### src/rtl/osc_trim_pkg.sv
package osc_trim_pkg;

    typedef enum logic [1:0] {
        ST_IDLE,
        ST_ARMED,
        ST_DECIDE,
        ST_LOCKED
    } trim_state_e;

    typedef enum logic [1:0] {
        CMP_BELOW,
        CMP_EQUAL,
        CMP_ABOVE
    } cmp_result_e;

endpackage

### src/rtl/otc_ref_sync.sv
module otc_ref_sync #(
    parameter int STAGES = 2
) (
    input  logic clk,
    input  logic rst_n,
    input  logic ref_i,
    output logic rise_o
);
    logic [STAGES-1:0] chain_q;
    logic              last_q;

    // Synchronizer chain, one flop per stage
    for (genvar g = 0; g < STAGES; g++) begin : g_stage
        if (g == 0) begin : g_first
            always_ff @(posedge clk or negedge rst_n) begin
                if (!rst_n) chain_q[0] <= 1'b0;
                else        chain_q[0] <= ref_i;
            end
        end else begin : g_next
            always_ff @(posedge clk or negedge rst_n) begin
                if (!rst_n) chain_q[g] <= 1'b0;
                else        chain_q[g] <= chain_q[g-1];
            end
        end
    end

    always_ff @(posedge clk or negedge rst_n) begin
        if (!rst_n) last_q <= 1'b0;
        else        last_q <= chain_q[STAGES-1];
    end

    assign rise_o = chain_q[STAGES-1] & ~last_q;

    // A rising-edge indication lasts exactly one cycle
    assert_rise_pulse_R10: assert property (@(posedge clk) disable iff (!rst_n)
        rise_o |=> !rise_o);

endmodule

### src/rtl/otc_period_meter.sv
module otc_period_meter #(
    parameter int CNT_W = 16
) (
    input  logic             clk,
    input  logic             rst_n,
    input  logic             clear_i,
    input  logic             capture_i,
    output logic [CNT_W-1:0] count_o,
    output logic             valid_o
);
    logic [CNT_W-1:0] free_q;
    logic [CNT_W-1:0] prev_q;
    logic [CNT_W-1:0] diff_q;
    logic             valid_q;

    always_ff @(posedge clk or negedge rst_n) begin
        if (!rst_n) free_q <= '0;
        else        free_q <= free_q + CNT_W'(1);
    end

    always_ff @(posedge clk or negedge rst_n) begin
        if (!rst_n) begin
            prev_q  <= '0;
            diff_q  <= '0;
            valid_q <= 1'b0;
        end else if (clear_i) begin
            prev_q  <= '0;
            valid_q <= 1'b0;
        end else if (capture_i) begin
            diff_q  <= free_q - prev_q;
            prev_q  <= free_q;
            valid_q <= 1'b1;
        end else begin
            valid_q <= 1'b0;
        end
    end

    assign count_o = diff_q;
    assign valid_o = valid_q;

    // Start reloads the previous capture with zero
    assert_prev_clear_R2: assert property (@(posedge clk) disable iff (!rst_n)
        clear_i |=> (prev_q == '0) && !valid_q);

    // A capture stores the counter value it measured against
    assert_capture_chain_R10: assert property (@(posedge clk) disable iff (!rst_n)
        (capture_i && !clear_i) |=> (prev_q == $past(free_q)) && valid_q);

endmodule

### src/rtl/otc_trim_step.sv
module otc_trim_step #(
    parameter int TRIM_W  = 8,
    parameter int RANGE_W = 3
) (
    input  logic [TRIM_W-1:0]  trim_i,
    input  logic [RANGE_W-1:0] range_i,
    input  logic               up_i,
    output logic [TRIM_W-1:0]  trim_o,
    output logic [RANGE_W-1:0] range_o,
    output logic               sat_o
);
    localparam logic [RANGE_W-1:0] RANGE_TOP = '1;

    logic [TRIM_W:0]   inc_full;
    logic [TRIM_W-1:0] dec_val;

    always_comb begin
        inc_full = {1'b0, trim_i} + {{TRIM_W{1'b0}}, 1'b1};
        dec_val  = trim_i - TRIM_W'(1);
        trim_o   = trim_i;
        range_o  = range_i;
        sat_o    = 1'b0;
        if (up_i) begin
            trim_o = inc_full[TRIM_W-1:0];
            if (inc_full[TRIM_W]) begin
                if (range_i == RANGE_TOP) sat_o   = 1'b1;
                else                      range_o = range_i + RANGE_W'(1);
            end
        end else begin
            trim_o = dec_val;
            if (dec_val == '0) begin
                if (range_i == '0) sat_o   = 1'b1;
                else               range_o = range_i - RANGE_W'(1);
            end
        end
    end

endmodule

### src/rtl/osc_trim_ctrl.sv
module osc_trim_ctrl
    import osc_trim_pkg::*;
#(
    parameter int TRIM_W      = 8,
    parameter int RANGE_W     = 3,
    parameter int CNT_W       = 16,
    parameter int TARGET      = 488,
    parameter int SYNC_STAGES = 2,
    parameter int INIT_TRIM   = 8'hF0,
    parameter int INIT_RANGE  = 0
) (
    input  logic                      clk,
    input  logic                      rst_n,
    input  logic                      start_i,
    input  logic                      ref_i,
    output logic [TRIM_W+RANGE_W-1:0] ctrl_word_o,
    output logic                      done_o
);
    localparam int WORD_W = TRIM_W + RANGE_W;
    localparam logic [CNT_W-1:0]   TARGET_CNT = CNT_W'(TARGET);
    localparam logic [TRIM_W-1:0]  TRIM_RST   = TRIM_W'(INIT_TRIM);
    localparam logic [RANGE_W-1:0] RANGE_RST  = RANGE_W'(INIT_RANGE);
    localparam logic [RANGE_W-1:0] RANGE_TOP  = '1;

    trim_state_e        state_q, state_d;
    cmp_result_e        cmp_sel;
    logic               ref_rise;
    logic               meas_valid;
    logic [CNT_W-1:0]   meas_count;
    logic [TRIM_W-1:0]  trim_q, trim_nx;
    logic [RANGE_W-1:0] range_q, range_nx;
    logic               step_sat;
    logic               step_up;
    logic               done_q;

    otc_ref_sync #(.STAGES(SYNC_STAGES)) u_sync (
        .clk    (clk),
        .rst_n  (rst_n),
        .ref_i  (ref_i),
        .rise_o (ref_rise)
    );

    otc_period_meter #(.CNT_W(CNT_W)) u_meter (
        .clk       (clk),
        .rst_n     (rst_n),
        .clear_i   (start_i),
        .capture_i (ref_rise && (state_q == ST_ARMED)),
        .count_o   (meas_count),
        .valid_o   (meas_valid)
    );

    always_comb begin
        if (meas_count < TARGET_CNT)       cmp_sel = CMP_BELOW;
        else if (meas_count == TARGET_CNT) cmp_sel = CMP_EQUAL;
        else                               cmp_sel = CMP_ABOVE;
    end

    assign step_up = (cmp_sel == CMP_BELOW);

    otc_trim_step #(.TRIM_W(TRIM_W), .RANGE_W(RANGE_W)) u_step (
        .trim_i  (trim_q),
        .range_i (range_q),
        .up_i    (step_up),
        .trim_o  (trim_nx),
        .range_o (range_nx),
        .sat_o   (step_sat)
    );

    // State register
    always_ff @(posedge clk or negedge rst_n) begin
        if (!rst_n) state_q <= ST_IDLE;
        else        state_q <= state_d;
    end

    // Next-state logic
    always_comb begin
        state_d = state_q;
        if (start_i) begin
            state_d = ST_ARMED;
        end else begin
            unique case (state_q)
                ST_IDLE:   state_d = ST_IDLE;
                ST_ARMED:  if (meas_valid) state_d = ST_DECIDE;
                ST_DECIDE: begin
                    if (cmp_sel == CMP_EQUAL || step_sat) state_d = ST_LOCKED;
                    else                                  state_d = ST_ARMED;
                end
                ST_LOCKED: state_d = ST_LOCKED;
                default:   state_d = ST_IDLE;
            endcase
        end
    end

    // Output registers: control word and done flag
    always_ff @(posedge clk or negedge rst_n) begin
        if (!rst_n) begin
            trim_q  <= TRIM_RST;
            range_q <= RANGE_RST;
            done_q  <= 1'b0;
        end else if (start_i) begin
            done_q <= 1'b0;
        end else if (state_q == ST_DECIDE) begin
            if (cmp_sel == CMP_EQUAL) begin
                done_q <= 1'b1;
            end else begin
                trim_q  <= trim_nx;
                range_q <= range_nx;
                if (step_sat) done_q <= 1'b1;
            end
        end
    end

    assign ctrl_word_o = {range_q, trim_q};
    assign done_o      = done_q;

    // The word moves only in the cycle after a decision
    assert_single_step_R9: assert property (@(posedge clk) disable iff (!rst_n)
        (state_q != ST_DECIDE) |=> $stable(ctrl_word_o));

    // Start clears done and keeps the word
    assert_start_clear_R2: assert property (@(posedge clk) disable iff (!rst_n)
        start_i |=> !done_o && $stable(ctrl_word_o));

    // Done is sticky and freezes the word
    assert_lock_hold_R5: assert property (@(posedge clk) disable iff (!rst_n)
        (done_o && !start_i) |=> done_o && $stable(ctrl_word_o));

    // Count below target with no trim wrap is a plain +1
    assert_inc_R3: assert property (@(posedge clk) disable iff (!rst_n)
        (state_q == ST_DECIDE && !start_i && cmp_sel == CMP_BELOW && trim_q != '1)
        |=> ctrl_word_o == $past(ctrl_word_o) + WORD_W'(1));

    // Count above target with trim above one is a plain -1
    assert_dec_R4: assert property (@(posedge clk) disable iff (!rst_n)
        (state_q == ST_DECIDE && !start_i && cmp_sel == CMP_ABOVE && trim_q > TRIM_W'(1))
        |=> ctrl_word_o == $past(ctrl_word_o) - WORD_W'(1));

    // Trim wrap below the top range carries into the range field
    assert_carry_R6: assert property (@(posedge clk) disable iff (!rst_n)
        (state_q == ST_DECIDE && !start_i && cmp_sel == CMP_BELOW && trim_q == '1
         && range_q != RANGE_TOP)
        |=> (range_q == $past(range_q) + RANGE_W'(1)) && (trim_q == '0) && !done_o);

    // Trim wrap at the top range finishes the run
    assert_top_stop_R7: assert property (@(posedge clk) disable iff (!rst_n)
        (state_q == ST_DECIDE && !start_i && cmp_sel == CMP_BELOW && trim_q == '1
         && range_q == RANGE_TOP)
        |=> done_o && (range_q == RANGE_TOP) && (trim_q == '0));

    // Trim reaching zero at range zero finishes the run
    assert_bottom_stop_R8: assert property (@(posedge clk) disable iff (!rst_n)
        (state_q == ST_DECIDE && !start_i && cmp_sel == CMP_ABOVE && trim_q == TRIM_W'(1)
         && range_q == '0)
        |=> done_o && (ctrl_word_o == '0));

endmodule

### config.mk
export PLATFORM = sky130hd
export DESIGN_NAME = osc_trim_ctrl
export DESIGN_NICKNAME = d
export VERILOG_FILES = /design/src/rtl/osc_trim_pkg.sv /design/src/rtl/otc_ref_sync.sv /design/src/rtl/otc_period_meter.sv /design/src/rtl/otc_trim_step.sv /design/src/rtl/osc_trim_ctrl.sv
export SDC_FILE = /design/constraint.sdc
export NUM_CORES = 1
export LEC_CHECK = 0
export ABC_AREA = 1
export BUFFER_PORTS_ARGS = -buffer_cell sky130_fd_sc_hd__buf_2
export CAP_MARGIN = 15
export CORE_MARGIN = 3
export CORE_UTILIZATION = 65
export DETAILED_ROUTE_END_ITERATION = 16
export PLACE_DENSITY_LB_ADDON = 0.25
export SKIP_CTS_REPAIR_TIMING = 1
export SYNTH_ARGS = -nofsm -noshare
export SYNTH_HDL_FRONTEND = slang
export SYNTH_SLANG_ARGS = --single-unit
### constraint.sdc
create_clock -name clk -period 4.1 [get_ports clk]
set_input_delay 0.41 -clock clk [delete_from_list [all_inputs] [get_ports clk]]
set_output_delay 0.41 -clock clk [all_outputs]
set_load 0.01 [all_outputs]
==> qor.yml, run 1 <==
viasPerCell: 5.53
p_switching_uw: 623
cpMostUsedCell: "nand2_1"
clkPwrFrac_pct: 34.6
synth_area_sq_mm: 0.00404
ant_nets: 0
vias: 3169
drc_errors: 0
power.leakage_nw: 2.19
place_area_sq_mm: 0.00413
dieArea_sq_mm: 0.00720
final.setup_skew_ps: 11.7
gp_routability_congestion: 0.939
grt_pass1_vias: 3258
dp_cells: 557
setup_tns_ps: 0
syn-instance-count: 474
cp-end-kind: "flop"
total_power_mw: 1.91
wl_per_cell_microns: 14.2
cts-buffers-inserted: 9
drive_above_1_share_pct: 18.1
relSlewSlack_pct: 37.6
setup_viol_count_final: 0
outcome: "completed"
synth_nets: 499
pwr-share-comb_pct: 24.1
antenna_found_initial: 0
finalWirelength_microns: 8130
seq_area_frac_synth_pct: 41.0
h-tree-depth: 3
dp_hpwl_microns: 5970
syn_to_final_growth_pct: 8.30
max_freq_mhz: 475
worstPathCellList: "inv_1, ha_1, fa_1, o21ai_2, nand3_1, nand2_1, nand3_1, nand2_1, nand2_1, nand3_1, nand2_1"
crit_family: "adder cells"
irDropWorstVdd_v: 0.000298
io_buffer_count: 15
gr-total-overflow: 0
max_cap_viol_count: 0
synth.area.top_cells: "dfrtp_1 38%, nand2_1 9.3%, ha_1 5.9%"
tightest_slew_ps: 937
ys_ff_latch: 66
crit_type: "flop to flop"
path_max_fanout: 4
yosys_most_used_dff: "dfrtp_1"
rows: 28
cpPeakStageDelay_ps: 450
grt_max_degree: 43
ys_async_sr_fraction_pct: 100
fin_nets: 518
grt_pass1_wl_microns: 14400
clock_sinks: 66
die_w_microns: 84.8
min_period_ps: 2110
cp.required_ps: 4340
syn_avg_cell_area_sq_um: 8.52
switching_share_pct: 32.5
fin_util_pct: 73.4
fin_crit_sh_pct: 51.4
core_sq_mm: 0.00596
cp-start-kind: "flop"
die_h_microns: 84.8
slew_violations: 0
rsz0062_at_grt: "false"
synth_top_area_share_pct: 38.4
ios: 16
synth_commonest_cells: "100 x nand2_1, 62 x dfrtp_1, 56 x inv_1"
synth_top_area_cell: "dfrtp_1"
power_frac_seq_pct: 41.3
hold_viol_final: 0
dr.pass1.iters: 4
crit_arrival_ps: 2350
synth_edf_count: 0
final_cell_area_sq_mm: 0.00437
synth_cell_types: 41
p_per_area_mw_per_mm2: 438
crit_path_top_delay_cell: "fa_1"
clk_pin_slew_ps: 70
cts_tree: "built"
yosysWarnings: 0
instances_no_fill: 573
yosysMostFrequentCell: "nand2_1"
path_buf_inv: 1
cts_max_path_buffers: 2
n_antenna_cell: 0
cts_root_buffer: "clkbuf_8"
clk_latency_ps: 350
gr-usage-all-layers_pct: 25.3
initial_utilization_pct: 67.8
intPower_mw: 1.29
drt_iter0_drc: 229
hp-class: "primary input to flop"
per-layer routing:
metal,GRT usage (%),share of wire (%)
met4,12.5,3.9
met2,41.4,49
met3,5.73,4.3
met5,0,0
met1,31.7,43
metrics by stage:
stage	worst slack (ps)	hold WS, ps
2_1_floorplan	2240	114
3_3_place_gp	2160	333
3_5_place_dp	2030	342
4_1_cts	2000	149
5_1_grt	1760	146
6_report	1990	164
layout by cell type, fill, tap and decap left out, drive strengths merged, types with 3 or more instances in the layout:
master,instances
nand3,38
o21ai,34
xnor2,8
dfstp,4
nor3,6
nand3b,4
inv,59
a21oi,22
buf,16
bufinv,3
o22ai,10
dfrtp,62
a21o,4
clkinv,6
nand4,8
or2,5
nor2,42
ha,19
xor2,21
clkbuf,9
nand2,109
flip-flops by register name, summed over array words and instances, names as in the netlist, 2 cells and up:
name,cells
range_q,3
u_meter.prev_q,16
state_q,2
u_meter.free_q,16
trim_q,8
u_sync.chain_q,2
u_meter.count_o,16
worst reg2reg max path: cells and delay by family (launching register included):
kind | cells | cell delay, ps
compound gates | 1 | 250
simple gates | 7 | 580
fa+ha+maj | 2 | 690
buf+inv | 1 | 100
flops | 1 | 390
layout make-up:
cell class              count  area [sq um]
clock inverters             7           118
repair buffers             16          82.6
inverters                  61           234
well taps                  75          93.8
flip-flops and latches     66          1660
multi-input cells         339          2070
fillers                   454          1580
clock buffers               9           124
final timing paths:
path | startpoint | end | slack [ps] | depth (start not counted)
setup reg to reg | u_meter.free_q[0] | u_meter.count_o[14] | 1990 | 11
hold reg to reg | u_sync.chain_q[0] | u_sync.chain_q[1] | 360 | 0
max in group asynchronous | rst_n | u_meter.prev_q[9] | 3020 | 2
min in group asynchronous | rst_n | trim_q[3] | 190 | 1
hold / removal | ref_i | u_sync.chain_q[0] | 160 | 1
setup / recovery | u_meter.free_q[0] | u_meter.count_o[14] | 1990 | 11
logic make-up (layout without fill, tap and decap cells):
group                      Yosys count  in the layout  synth area share [%]
and+or+nand+nor                    213            213                  25.6
buffers and inverters               69             93                  7.84
xor gates and xnor gates            29             29                  6.29
adders and majority gates           21             21                  6.88
AOI/OAI and AO/OA                   76             76                  12.4
DFF                                 66             66                  41.0
power by group through the flow:
stage               Clock, mW  Combinational (mW)  Sequential, mW
finish                  0.662               0.461           0.791
global route            0.710               0.521           0.801
CTS                     0.671               0.462           0.791
detailed placement          0               0.459           0.803
global placement            0               0.438           0.799
floorplan                   0               0.371           0.791
No activity file was read; power rests on OpenSTA's default activity.
==> run 2, diff against run 1 <==
ABC_AREA = 0   (was 1)
CORE_UTILIZATION = 56   (was 65)
clock period = 1.69 ns   (was 4.1 ns; I/O delays follow)
==> run 2 against run 1 <==
Effect of this change: the run now ends with setup timing left; register-to-register slack got worse by 2400 ps; global-route usage increased by 0.39 points; clock skew down 7.5 ps; final area is 24% higher.
==> qor.yml, run 2 <==
outcome: "complete, but fails checks"
violations: "setup timing"
yosys_most_used_dff: "dfrtp_1"
path_max_fanout: 3  # -1
intPower_mw: 2.98  # +130%
seq_area_frac_synth_pct: 43.0  # +2.0 points
pwr-share-comb_pct: 26.7  # +2.6 points
ff_latch_area_sq_mm: 0.00166  # +0.30%
cp-end-kind: "flop"
final.setup_skew_ps: 4.18  # -7.52 ps
cp.required_ps: 1930  # -2410 ps
wl_per_cell_microns: 17.7  # +25%
dieArea_sq_mm: 0.00791  # +9.9%
dr.pass1.iters: 4  # unchanged
relSlewSlack_pct: 65.1  # +28 points
fin_crit_sh_pct: 125  # +74 points
syn-instance-count: 433  # -8.6%
min_period_ps: 2110  # +4.11 ps
clk_latency_ps: 340  # about the same
gr-total-overflow: 0  # unchanged
power.leakage_nw: 2.40  # +9.9%
max_freq_mhz: 474  # -0.19%
slew_violations: 0  # unchanged
syn_avg_cell_area_sq_um: 8.90  # +4.4%
clock_sinks: 66  # unchanged
crit_type: "flop to flop"
die_w_microns: 88.9  # +4.9%
initial_utilization_pct: 59.3  # -8.5 points
synth.area.top_cells: "dfrtp_1 40%, nand2_1 6.9%, ha_1 6.2%"
vias: 3713  # +17%
hold_viol_final: 0  # unchanged
synth_commonest_cells: "71 x nand2_1, 62 x dfrtp_1, 37 x a21oi_1"
drive_above_1_share_pct: 37.8  # +20 points
switching_share_pct: 30.8  # -1.8 points
setup_viol_count_final: 20  # +20
cts-buffers-inserted: 9  # unchanged
cts_root_buffer: "clkbuf_8"
power_frac_seq_pct: 41.5  # +0.2 points
core_sq_mm: 0.00649  # +9.1%
h-tree-depth: 3  # unchanged
fin_util_pct: 83.3  # +9.8 points
yosysWarnings: 0  # unchanged
p_per_area_mw_per_mm2: 795  # +82%
antenna_found_initial: 0  # unchanged
final_cell_mix: "93 x buf_4, 71 x nand2_1, 58 x dfrtp_1"
gr-usage-all-layers_pct: 25.7  # +0.39 points
tightest_slew_ps: 518  # -419 ps
cts_tree: "built"
grt_pass1_vias: 3446  # +5.8%
clk_pin_slew_ps: 70  # about the same
drc_errors: 0  # unchanged
n_antenna_cell: 0  # unchanged
cp-start-kind: "flop"
yosysMostFrequentCell: "nand2_1"
ios: 16  # unchanged
hp-class: "primary input to flop"
setup_ws_ps: -421  # -2410 ps
io_buffer_count: 15  # unchanged
ant_nets: 0  # unchanged
layout_commonest_cell: "buf_4"
synth_edf_count: 0  # unchanged
rows: 29  # +3.6%
drt_iter0_drc: 224  # -2.2%
viasPerCell: 5.89  # +6.6%
total_power_mw: 4.30  # +120%
fin_nets: 573  # +11%
synth_top_area_share_pct: 40.3  # +1.9 points
place_area_sq_mm: 0.00469  # +13%
grt_pass1_wl_microns: 15700  # +9.3%
gp_routability_congestion: 0.960  # +2.2%
crit_arrival_ps: 2360  # about the same
synth_nets: 458  # -8.2%
dp_hpwl_microns: 6540  # +9.6%
syn_to_final_growth_pct: 40.4
ys_ff_latch: 66  # unchanged
synth_top_area_cell: "dfrtp_1"
max_cap_viol_count: 0  # unchanged
grt_max_degree: 67  # +56%
synth_area_sq_mm: 0.00385  # -4.6%
synth_cell_types: 55  # +34%
multiInputGateArea_sq_mm: 0.00241  # +17%
finalWirelength_microns: 11100  # +37%
cts_max_path_buffers: 2  # unchanged
final_cell_area_sq_mm: 0.00541  # +24%
rsz0062_at_grt: "true"
fill_cells: 347  # -24%
clkPwrFrac_pct: 31.8  # -2.8 points
die_h_microns: 88.9  # +4.9%
irDropWorstVdd_v: 0.000595  # +100%
p_switching_mw: 1.32  # +110%
ys_async_sr_fraction_pct: 100  # unchanged
## run 2: critical path: stages (launching register included)
cell      delay (ps)
dfrtp_1          420
ha_4             190
fa_2             330
nand2b_4         160
a21oi_4          210
buf_6            140
a21oi_4           80
a31oi_4          180
nor3_2            60
o31ai_1          240
## run 2: final timing paths
check	start	to	slack, ps	depth (start not counted)
max in group asynchronous	rst_n	trim_q[4]	1000	3
min in group asynchronous	rst_n	u_sync.last_q	370	3
worst min register to register	u_sync.chain_q[0]	u_sync.chain_q[1]	360	0
worst min-delay path	start_i	u_meter.prev_q[0]	330	3
worst max register to register	u_meter.prev_q[0]	u_meter.count_o[10]	-420	9
worst max-delay path	u_meter.prev_q[0]	u_meter.count_o[10]	-420	9
## run 2: area by class of cell
class	count	share of cell area [%]
multi-input combinational	322	44.6
sequential	66	30.7
timing repair buffer	120	17.1
clock buffer	10	2.54
inverter	29	2.06
tap	77	1.78
clock inverter	6	1.23
## run 2: power by group through the flow
stage | Combinational (mW) | Sequential, mW | Clock, mW
floorplan | 0.522 | 1.80 | 0
global placement | 0.820 | 1.79 | 0
detailed placement | 0.849 | 1.80 | 0
CTS | 0.859 | 1.77 | 1.38
global route | 1.24 | 1.79 | 1.46
finish | 1.15 | 1.78 | 1.37
## run 2: routing by layer
layer	global-route usage, %	vias up	share of wire [%]
li1	-	1737	-
met3	3.96	51	4.8
met5	0	-	0
met2	45.1	148	51
met1	31.5	1777	40
met4	10.8	0	4.1
## run 2: cell families (layout without fill, tap and decap cells)
family                   Yosys count  in the layout  synth area share [%]
AO/OA/AOI/OAI                     98             99                  15.9
XOR/XNOR                          32             32                  7.27
adder cells (fa/ha/maj)           21             21                  7.21
buffers and inverters             46            165                  4.81
flip-flops                        66             66                  43.0
multiplexers                       2              2                 0.552
AND/OR/NAND/NOR                  168            168                  21.3
## run 2: through the flow
stage / worst slack [ps] / hold WS, ps / TNS [ps] / std cells
after floorplan: -434 / -127 / -1860 / 433
after global placement: -322 / 212 / -3680 / 588
after detailed placement: -378 / 214 / -4850 / 588
after CTS: -401 / -159 / -5330 / 604
after global routing: -502 / 355 / -6600 / 630
final: -421 / 331 / -4250 / 630
